===== src/rtl/xbranch_unit.sv =====
module xbranch_unit #(
  parameter int PC_W    = 11,
  parameter int FIELD_W = 9,
  parameter int DATA_W  = 32,
  parameter int LINK_REG = 496
) (
  input  logic               clk,
  input  logic               rst_n,
  input  logic [1:0]         mode,
  input  logic               instr_valid,
  input  logic [1:0]         op_class,
  input  logic               imm_flag,
  input  logic               fz_we,
  input  logic               fc_we,
  input  logic [FIELD_W-1:0] src_field,
  input  logic [FIELD_W-1:0] dst_field,
  input  logic [1:0]         task_id,
  input  logic [DATA_W-1:0]  rd_data,
  output logic [PC_W-1:0]    rd_addr,
  output logic               wr_en,
  output logic [PC_W-1:0]    wr_addr,
  output logic [DATA_W-1:0]  wr_data,
  output logic               ea_valid,
  output logic [PC_W-1:0]    ea_addr,
  output logic [PC_W-1:0]    pc
);
  localparam int XW = FIELD_W + 2;
  localparam logic [FIELD_W-1:0] LINK = FIELD_W'(LINK_REG);

  logic [PC_W-1:0] pc_q, pc_inc, imm_tgt, ind_tgt, nxt;
  logic [1:0]      tgt_up, win_up;
  logic            is_br, unused_ok;

  assign unused_ok = ^dst_field;

  always_comb begin
    case (mode)
      2'd1:    tgt_up = {fc_we, fz_we};
      2'd2:    tgt_up = task_id;
      default: tgt_up = 2'b00;
    endcase
  end

  assign win_up  = (mode == 2'd2) ? task_id : 2'b00;
  assign rd_addr = PC_W'({win_up, src_field});
  assign wr_addr = PC_W'({win_up, LINK});

  assign is_br   = (op_class == 2'd1) || (op_class == 2'd2);
  assign pc_inc  = pc_q + PC_W'(1);
  assign imm_tgt = PC_W'({tgt_up, src_field});
  assign ind_tgt = rd_data[PC_W-1:0];

  assign wr_en    = instr_valid && (op_class == 2'd2);
  assign wr_data  = DATA_W'(pc_inc);
  assign ea_valid = instr_valid && (op_class == 2'd3);
  assign ea_addr  = rd_data[PC_W-1:0];

  always_comb begin
    nxt = pc_q;
    if (instr_valid) begin
      if (is_br) nxt = imm_flag ? imm_tgt : ind_tgt;
      else       nxt = pc_inc;
    end
  end

  always_ff @(posedge clk) begin
    if (!rst_n) pc_q <= '0;
    else        pc_q <= nxt;
  end

  assign pc = pc_q;

  logic [XW-1:0] xw_unused;
  assign xw_unused = '0;

  assert_seq_R2: assert property (@(posedge clk) disable iff (!rst_n)
    instr_valid && !is_br |=> pc_q == PC_W'($past(pc_q) + PC_W'(1)));

  assert_hold_R2: assert property (@(posedge clk) disable iff (!rst_n)
    !instr_valid |=> $stable(pc_q));

  assert_ind_R4: assert property (@(posedge clk) disable iff (!rst_n)
    instr_valid && is_br && !imm_flag |=> pc_q == $past(rd_data[PC_W-1:0]));

  assert_low_R3: assert property (@(posedge clk) disable iff (!rst_n)
    instr_valid && is_br && imm_flag && (mode == 2'd0 || mode == 2'd3)
      |=> pc_q[PC_W-1:FIELD_W] == '0);

  assert_field_R5: assert property (@(posedge clk) disable iff (!rst_n)
    instr_valid && is_br && imm_flag |=> pc_q[FIELD_W-1:0] == $past(src_field));

  assert_task_R6: assert property (@(posedge clk) disable iff (!rst_n)
    instr_valid && is_br && imm_flag && mode == 2'd2
      |=> pc_q[FIELD_W+1:FIELD_W] == $past(task_id));

  assert_link_R7: assert property (@(posedge clk) disable iff (!rst_n)
    wr_en |-> instr_valid && op_class == 2'd2 && !ea_valid);
endmodule


===== config.mk =====
export PLATFORM = sky130hd
export DESIGN_NAME = xbranch_unit
export DESIGN_NICKNAME = d
export VERILOG_FILES = /design/src/rtl/xbranch_unit.sv
export SDC_FILE = /design/constraint.sdc
export NUM_CORES = 1
export LEC_CHECK = 0
export ABC_AREA = 1
export BUFFER_PORTS_ARGS = -buffer_cell sky130_fd_sc_hd__buf_2
export CAP_MARGIN = 10
export CORE_UTILIZATION = 39
export DETAILED_ROUTE_END_ITERATION = 16
export GPL_TIMING_DRIVEN = 0
export MAX_ROUTING_LAYER = met4
export PLACE_DENSITY = 0.86
export SLEW_MARGIN = 20
export SYNTH_ARGS = -nofsm -noshare
export SYNTH_HDL_FRONTEND = slang
export SYNTH_SLANG_ARGS = --single-unit

===== constraint.sdc =====
create_clock -name clk -period 2.2 [get_ports clk]
set_clock_uncertainty 0.2 [all_clocks]
set_input_delay 0.11 -clock clk [delete_from_list [all_inputs] [get_ports clk]]
set_output_delay 0.11 -clock clk [all_outputs]
set_load 0.05 [all_outputs]

After elaboration in Yosys (flattened, before gate mapping)
Index checks and enable logic that the tools add are counted.
{"block": "word_totals", "latch_bits": 0, "register_bits": 11, "mem_bits_ro": 0, "elab_cells": 14, "mem_count": 0, "ram_bits": 0}
{"block": "op_classes", "addsub": 1, "bitwise": 0, "n_mul": 0, "n_mux": 4, "div_mod_pow": 0, "n_shift": 0, "magnitude_cmp": 0, "eq_ne": 5, "n_reduce_logical": 3}
{"operator": "$mux 11", "n": 2}
{"operator": "$add 11x1->11 const B", "n": 1}
{"operator": "$eq 2x2->1 const B", "n": 3}
{"operator": "$eq 2x1->1 const B", "n": 2}
{"operator": "$pmux 2 s2", "n": 1}
{"operator": "$logic_and 1x1->1", "n": 2}
{"operator": "$mux 2", "n": 1}
{"operator": "$logic_or 1x1->1", "n": 1}

Logic depth before layout (Yosys ltp)
Gate-level depths: netlist of the first run.
{"block": "logic_depth", "ltp_word": 4, "depth_mapped": 8, "depth_no_buf": 8}

Worst setup path after synthesis of the first run
Ideal clock, no wire load.
{"block": "synth_path", "path_kind": "register to register", "start": "register pc_q[0], in the netlist pc[0]", "end": "register pc_q[2], in the netlist pc[2]", "setup_time_ps": 59, "arrival_time_ps": 2099, "synth_period_minus_slack_ps": 2358, "slack_ps": -158, "required_ps": 1941, "stages_incl_launch_ff": 7, "path_cell_list": "dfxtp_1 -> ha_1 -> xor2_1 -> nand2_1 -> nand3_1 -> o211ai_1 -> inv_1"}
{"block": "synth_between", "elab_chain_cells": 2}
{"item": "start, declared", "line": "30", "source": "logic [PC_W-1:0] pc_q, pc_inc, imm_tgt, ind_tgt, nxt;"}
{"item": "start signal, assigned", "line": "68", "source": "else pc_q <= nxt;"}
{"item": "$add 11x1->11", "line": "49", "source": "assign pc_inc = pc_q + PC_W'(1);"}
{"item": "named net wr_data[2]", "line": "22", "source": "output logic [DATA_W-1:0] wr_data,"}
{"item": "$mux 11", "line": "61", "source": "if (is_br) nxt = imm_flag ? imm_tgt : ind_tgt;"}
The timed path passes the listed nets, and every way through them passes these cells.
A chain may end at the register's enable or synchronous reset.

Worst setup path after layout of the first run
{"block": "layout_path", "start": "register pc_q[0], in the netlist pc[0]", "end": "output port wr_data[10]"}
{"block": "layout_between", "elab_chain_cells": 1}
{"item": "$add 11x1->11", "line": "49"}
{"item": "end, declared", "line": "22"}
Every way passes these cells.

==> flow_summary_export.csv, run 1 <==
group,metric,value,unit
timing,hold_viol_final,0,
cts,ctsRootBufferMaster,"clkbuf_4",
die,die_h,62.4,um
yosys,ys_seq_area_share,15.5,%
routing,vias_per_cell,4.11,
routing,first_iter_violations,58,
critical_path,worstPathArrival,1.80,ns
critical_path,critPathBufInv,1,
timing,fin_crit,2.11,ns
die,die_area,3890,um2
critical_path,cpPeakStageDelay,0.42,ns
yosys,synth-simple-area-share,28.4,%
cts,cts-hold-fix-buffers,3,
timing,grt_setup_unrepaired,"no",
finish,layout.cells.most_common,"buf_2",
timing,tns,0,ns
run_status,outcome,"completed",
yosys,synth_compound_area_share,13.8,%
cts,cts_made_buffers,3,
timing,fin_ws,0.0941,ns
cts,clkLatencyLatePin,0.28,ns
die,start_util,41.6,%
global_routing,grt_pass1_vias,1340,
finish,area_growth,44.0,%
pwr,peakVddDrop,210,uV
cts,clockBufferDepth,2,
cts,htree_levels,1,
finish,nets,396,
global_routing,grt_overflow_total,0,
finish,n_antenna_cell,0,
cts,cts_resized,0,
critical_path,cp-end-kind,"primary output",
critical_path,required,1.89,ns
routing,drt_first_pass_iters,4,
job,drv_cap,0,
place,io_buffers,78,
cts,cts_setup_buffers,0,
yosys,synth_xor_area_share,2.38,%
place,dpl_cell_area,1990,um2
critical_path,crit_chain,"ha_1, nand2_2, nor2_2, nand2_1, nand2_1, and2_1, buf_2",
cts,cts_sinks,11,
timing,min_period_over_period,95.7,%
finish,stdcell_area,2050,um2
finish,largest_reg_flops,11,
global_routing,antenna_found_initial,0,
routing,routedWlPerCell,9.21,um
yosys,syn_area,1420,um2
finish,final_cell_mix,"79 x buf_2, 53 x buf_4, 52 x nand2_1",
die,die_w,62.4,um
routing,num_vias,1537,
timing,final-setup-viol-count,0,
global_routing,grt_use_total,18.5,%
yosys,muxShareOfSynthArea,0,%
yosys,synth_top_family_by_area,"buffers and inverters",
finish,final_core_util,59.9,%
yosys,yosysWarnings,0,
die,num_io_pins,140,
finish,stdcell_count,374,
min_path,hp-class,"input pin to flop",
critical_path,slowest_stage,"dfxtp_1",
timing,fmax,475,MHz
critical_path,crit_family,"simple AND/OR/NAND/NOR gates",
global_routing,grt_max_degree,11,
pwr,p_leak,1.23,nW
die,rows,21,
finish,drive_above_1_share,49.4,%
cts,clk_pin_slew,0.07,ns
routing,wl,3450,um
timing,slew_violations,0,
routing,ant_nets,0,
yosys,synth_fa_ha_area_share,4.40,%
critical_path,critPathMostFrequentCell,"nand2_1",
place,place.gp.congestion,0.822,
yosys,synth_seq_cells,11,
cts,cts_tree,"yes",
critical_path,path_max_fanout,5,
yosys,synth_cell_type_count,28,
yosys,avgSynthCellArea,6.61,um2
global_routing,grt_pass1_wl,5610,um
place,preCtsSetupSlack,0.403,ns
routing,post-route-drc-count,0,
critical_path,critPathLaunchType,"flop",
place,dpl.hpwl,2910,um
place,post-place-cells,367,
pwr,powerDensity,487,nW/um2
critical_path,worstSetupPathType,"flop to primary output",
yosys,synthCells,215,
die,core_area,3420,um2
## kinds of logic after synthesis
logic type                 Yosys count
AOI/OAI and AO/OA                   33
adders and majority gates            5
and+or+nand+nor                     84
buffers and inverters               77
xor gates and xnor gates             3
DFF                                 11
other                                2
## worst paths after layout
check | endpoint | start | depth (start not counted) | slack [ns]
setup / recovery | wr_data[10] | pc[0] | 7 | 0.09
hold / removal | pc[4] | instr_valid | 3 | 0.008
setup reg to reg | pc[8] | pc[0] | 8 | 0.65
hold reg to reg | pc[10] | pc[10] | 2 | 0.39
## worst min-delay path, stage by stage
cell and delay [ns]:
buf_2 0.14, o21ai_0 0.09, a21oi_1 0.10
## layout make-up
cell class,instances,area (um2)
Clock buffer,3,22.5
Sequential cell,11,220
Buffer,57,422
Inverter,20,75.1
Multi-Input combinational cell,155,825
Timing Repair Buffer,81,420
Clock inverter,1,5.00
Tap cell,46,57.6
Fill cell,342,1370
## layer usage
| metal | global-route usage (%) | part of all wire [%] |
|---|---|---|
| met3 | 2.19 | 8.5 |
| met2 | 33.9 | 50 |
| met4 | 8.14 | 1.7 |
| met5 | - | 0 |
| met1 | 19.8 | 40 |
## report_power, final
part           internal, mW  switching (mW)  leakage [nW]  total (mW)
registers             0.215          0.0228        0.0912       0.238
clock network        0.0676          0.0760        0.0177       0.144
logic                 0.172           0.444          1.12       0.616
## synth_stat cells, drive strengths merged
library cell   n  area, um2
o21ai         11       55.1
and2           4       25.0
nand2         56        220
clkinv         2       7.51
dfxtp         11        220
conb           2       7.51
o211ai         3       22.5
clkbuf         2       7.51
nand3         11       80.1
inv           18       67.6
a31oi          1       6.26
buf           55        414
ha             5       62.6
or2            4       25.0
a21oi         18        113
nand4          1       6.26
nor2           8       47.6
xor2           3       33.8
## through the flow
stage / power, mW / hold WS, ns
floorplan: 0.742 / 0.0483
global placement: 0.848 / 0.170
detailed placement: 0.853 / 0.172
CTS: 1.00 / 0.0156
global route: 1.05 / 0.0441
finish: 0.997 / 0.00818
Note: power is estimated with default switching activity, not from simulation.
==> run 2: changes to the inputs <==
Settings changed: BUFFER_PORTS_ARGS -buffer_cell sky130_fd_sc_hd__buf_2 to -buffer_cell sky130_fd_sc_hd__buf_4, HOLD_SLACK_MARGIN from default to 0.03.
==> run 2 against run 1 <==
Against the previous run:
- global-route usage grew 0.46 points
- clock power hardly changed
- combinational power rose by 8.9%
- critical endpoint unchanged
- non-clock buffer count grew 2
- largest cell class unchanged
- register-to-register slack got worse by 0.04 ns
- total power is 5.6% higher
- final area up 11%
- sequential power hardly changed
- sequential share of layout area fell by 1.0 points
- hold slack better by 0.024 ns
==> flow_summary_export.csv, run 2 (synthesis results as in run 1) <==
group,metric,value,unit
cts,cts_made_buffers,3,
finish,n_fill_cell,317,
cts,ctsRootBufferMaster,"clkbuf_4",
pwr,p_switching,0.548,mW
pwr,comb_power_share,63.7,%
die,die_w,62.4,um
global_routing,antenna_found_initial,0,
finish,nets,398,
die,start_util,41.6,%
pwr,swShare,52.1,%
timing,fin_crit,2.09,ns
job,drv_cap,0,
finish,stdcell_area,2260,um2
finish,final_core_util,66.2,%
timing,fmax,477,MHz
place,place.gp.congestion,0.821,
cts,clockBufferDepth,2,
pwr,power,1.05,mW
min_path,hp-class,"input pin to flop",
critical_path,crit_start,"pc[0]",
pwr,powerDensity,466,nW/um2
timing,grt_setup_unrepaired,"no",
critical_path,path_max_fanout,5,
routing,drt_first_pass_iters,6,
critical_path,worstPathArrival,1.78,ns
routing,first_iter_violations,58,
cts,clkLatencyLatePin,0.28,ns
critical_path,cp.depth,6,
critical_path,cpPeakStageDelay,0.43,ns
die,num_io_pins,140,
cts,cts_sinks,11,
finish,n_antenna_cell,0,
timing,final-setup-viol-count,0,
cts,clk_pin_slew,0.08,ns
critical_path,worstSetupPathType,"flop to primary output",
global_routing,grt_pass1_vias,1386,
critical_path,crit_family,"simple AND/OR/NAND/NOR gates",
timing,holdWs,0.0320,ns
finish,final_cell_mix,"131 x buf_4, 52 x nand2_1, 30 x conb_1",
pwr,p_leak,1.28,nW
routing,vias_per_cell,4.12,
place,io_buffers,78,
routing,wl,3640,um
critical_path,r2r_cells,6,
die,rows,21,
critical_path,crit_chain,"ha_1, nand2_2, nor2_2, nand3_1, and2_1, buf_4",
pwr,p_int,0.505,mW
finish,layout.cells.most_common,"buf_4",
global_routing,grt_max_degree,11,
critical_path,regToRegEndpoint,"pc[6]",
routing,ant_nets,0,
pwr,peakVddDrop,209,uV
place,dpl.hpwl,3020,um
critical_path,slowest_stage,"dfxtp_1",
die,core_area,3420,um2
routing,routedWlPerCell,9.68,um
routing,num_vias,1550,
finish,largest_reg_flops,11,
timing,min_period_over_period,95.2,%
cts,htree_levels,1,
die,die_area,3890,um2
critical_path,rrSetupSlack,0.61,ns
timing,slew_violations,0,
die,die_h,62.4,um
place,dpl_cell_area,2180,um2
finish,area_growth,59.2,%
run_status,outcome,"completed",
cts,cts_tree,"yes",
pwr,seq_power_share,22.7,%
critical_path,critPathLaunchType,"flop",
global_routing,grt_overflow_total,0,
critical_path,required,1.89,ns
cts,cts-hold-fix-buffers,5,
cts,cts_resized,0,
global_routing,grt_use_total,18.9,%
timing,hold_viol_final,0,
critical_path,cp-end-kind,"primary output",
critical_path,crit_path_end,"wr_data[10]",
critical_path,critPathBufInv,1,
finish,drive_above_1_share,49.1,%
global_routing,grt_pass1_wl,5770,um
pwr,clkPwrFrac,13.6,%
cts,cts_setup_buffers,0,
critical_path,r2r_start,"pc[0]",
routing,post-route-drc-count,0,
-- run 2: cell count changes in the layout (fill, tap and decap cells not counted), sizes merged --
cell | before | now
dlygate4sd3 | 3 | 5
-- run 2: final cells by class --
class                      count  area, um2  area share [%]
inverter                      20       75.1            3.32
timing repair buffer          83        636            28.1
buffer                        57        422            18.6
clock inverter                 1       5.00           0.221
clock buffer                   3       22.5           0.996
sequential                    11        220            9.73
multi-input combinational    155        825            36.4
tap                           46       57.6            2.54
-- run 2: worst min path at each step --
stage                 start  slack, ns  cells after the start     to
2_1_floorplan         rst_n       0.05                      2  pc[3]
6_report         rd_data[0]       0.03                      5  pc[0]
3_3_place_gp          rst_n       0.18                      3  pc[3]
4_1_cts        src_field[3]       0.03                      3  pc[3]
5_1_grt        src_field[3]       0.06                      3  pc[3]
3_5_place_dp          rst_n       0.19                      3  pc[3]
-- run 2: per-stage QoR --
stage / worst slack [ns] / instances / setup TNS, ns
6_report: 0.105 / 376 / 0
4_1_cts: 0.114 / 376 / 0
3_5_place_dp: 0.421 / 367 / 0
5_1_grt: 0.0297 / 376 / 0
3_3_place_gp: 0.496 / 367 / 0
2_1_floorplan: -0.0517 / 243 / -0.0751
-- run 2: worst reg2reg max path, stage by stage, from the launching register on --
cell	delay, ns
dfxtp_1	0.43
ha_1	0.26
nand2_2	0.11
nor2_2	0.20
or2_1	0.15
nand3_2	0.07
a21oi_2	0.11
-- run 2: layer usage --
layer,global-route usage [%],wire length (um),share of wire [%]
met5,-,0,0
met4,6.98,48,1.3
met2,34.5,1800,49
met1,21.3,1480,41
met3,1.82,310,8.5
-- run 2: power by group through the flow --
stage | Clock (mW) | Sequential (mW) | Combinational, mW
2_1_floorplan | 0 | 0.294 | 0.448
3_3_place_gp | 0 | 0.243 | 0.657
3_5_place_dp | 0 | 0.244 | 0.661
4_1_cts | 0.143 | 0.239 | 0.671
5_1_grt | 0.155 | 0.243 | 0.708
6_report | 0.144 | 0.239 | 0.671
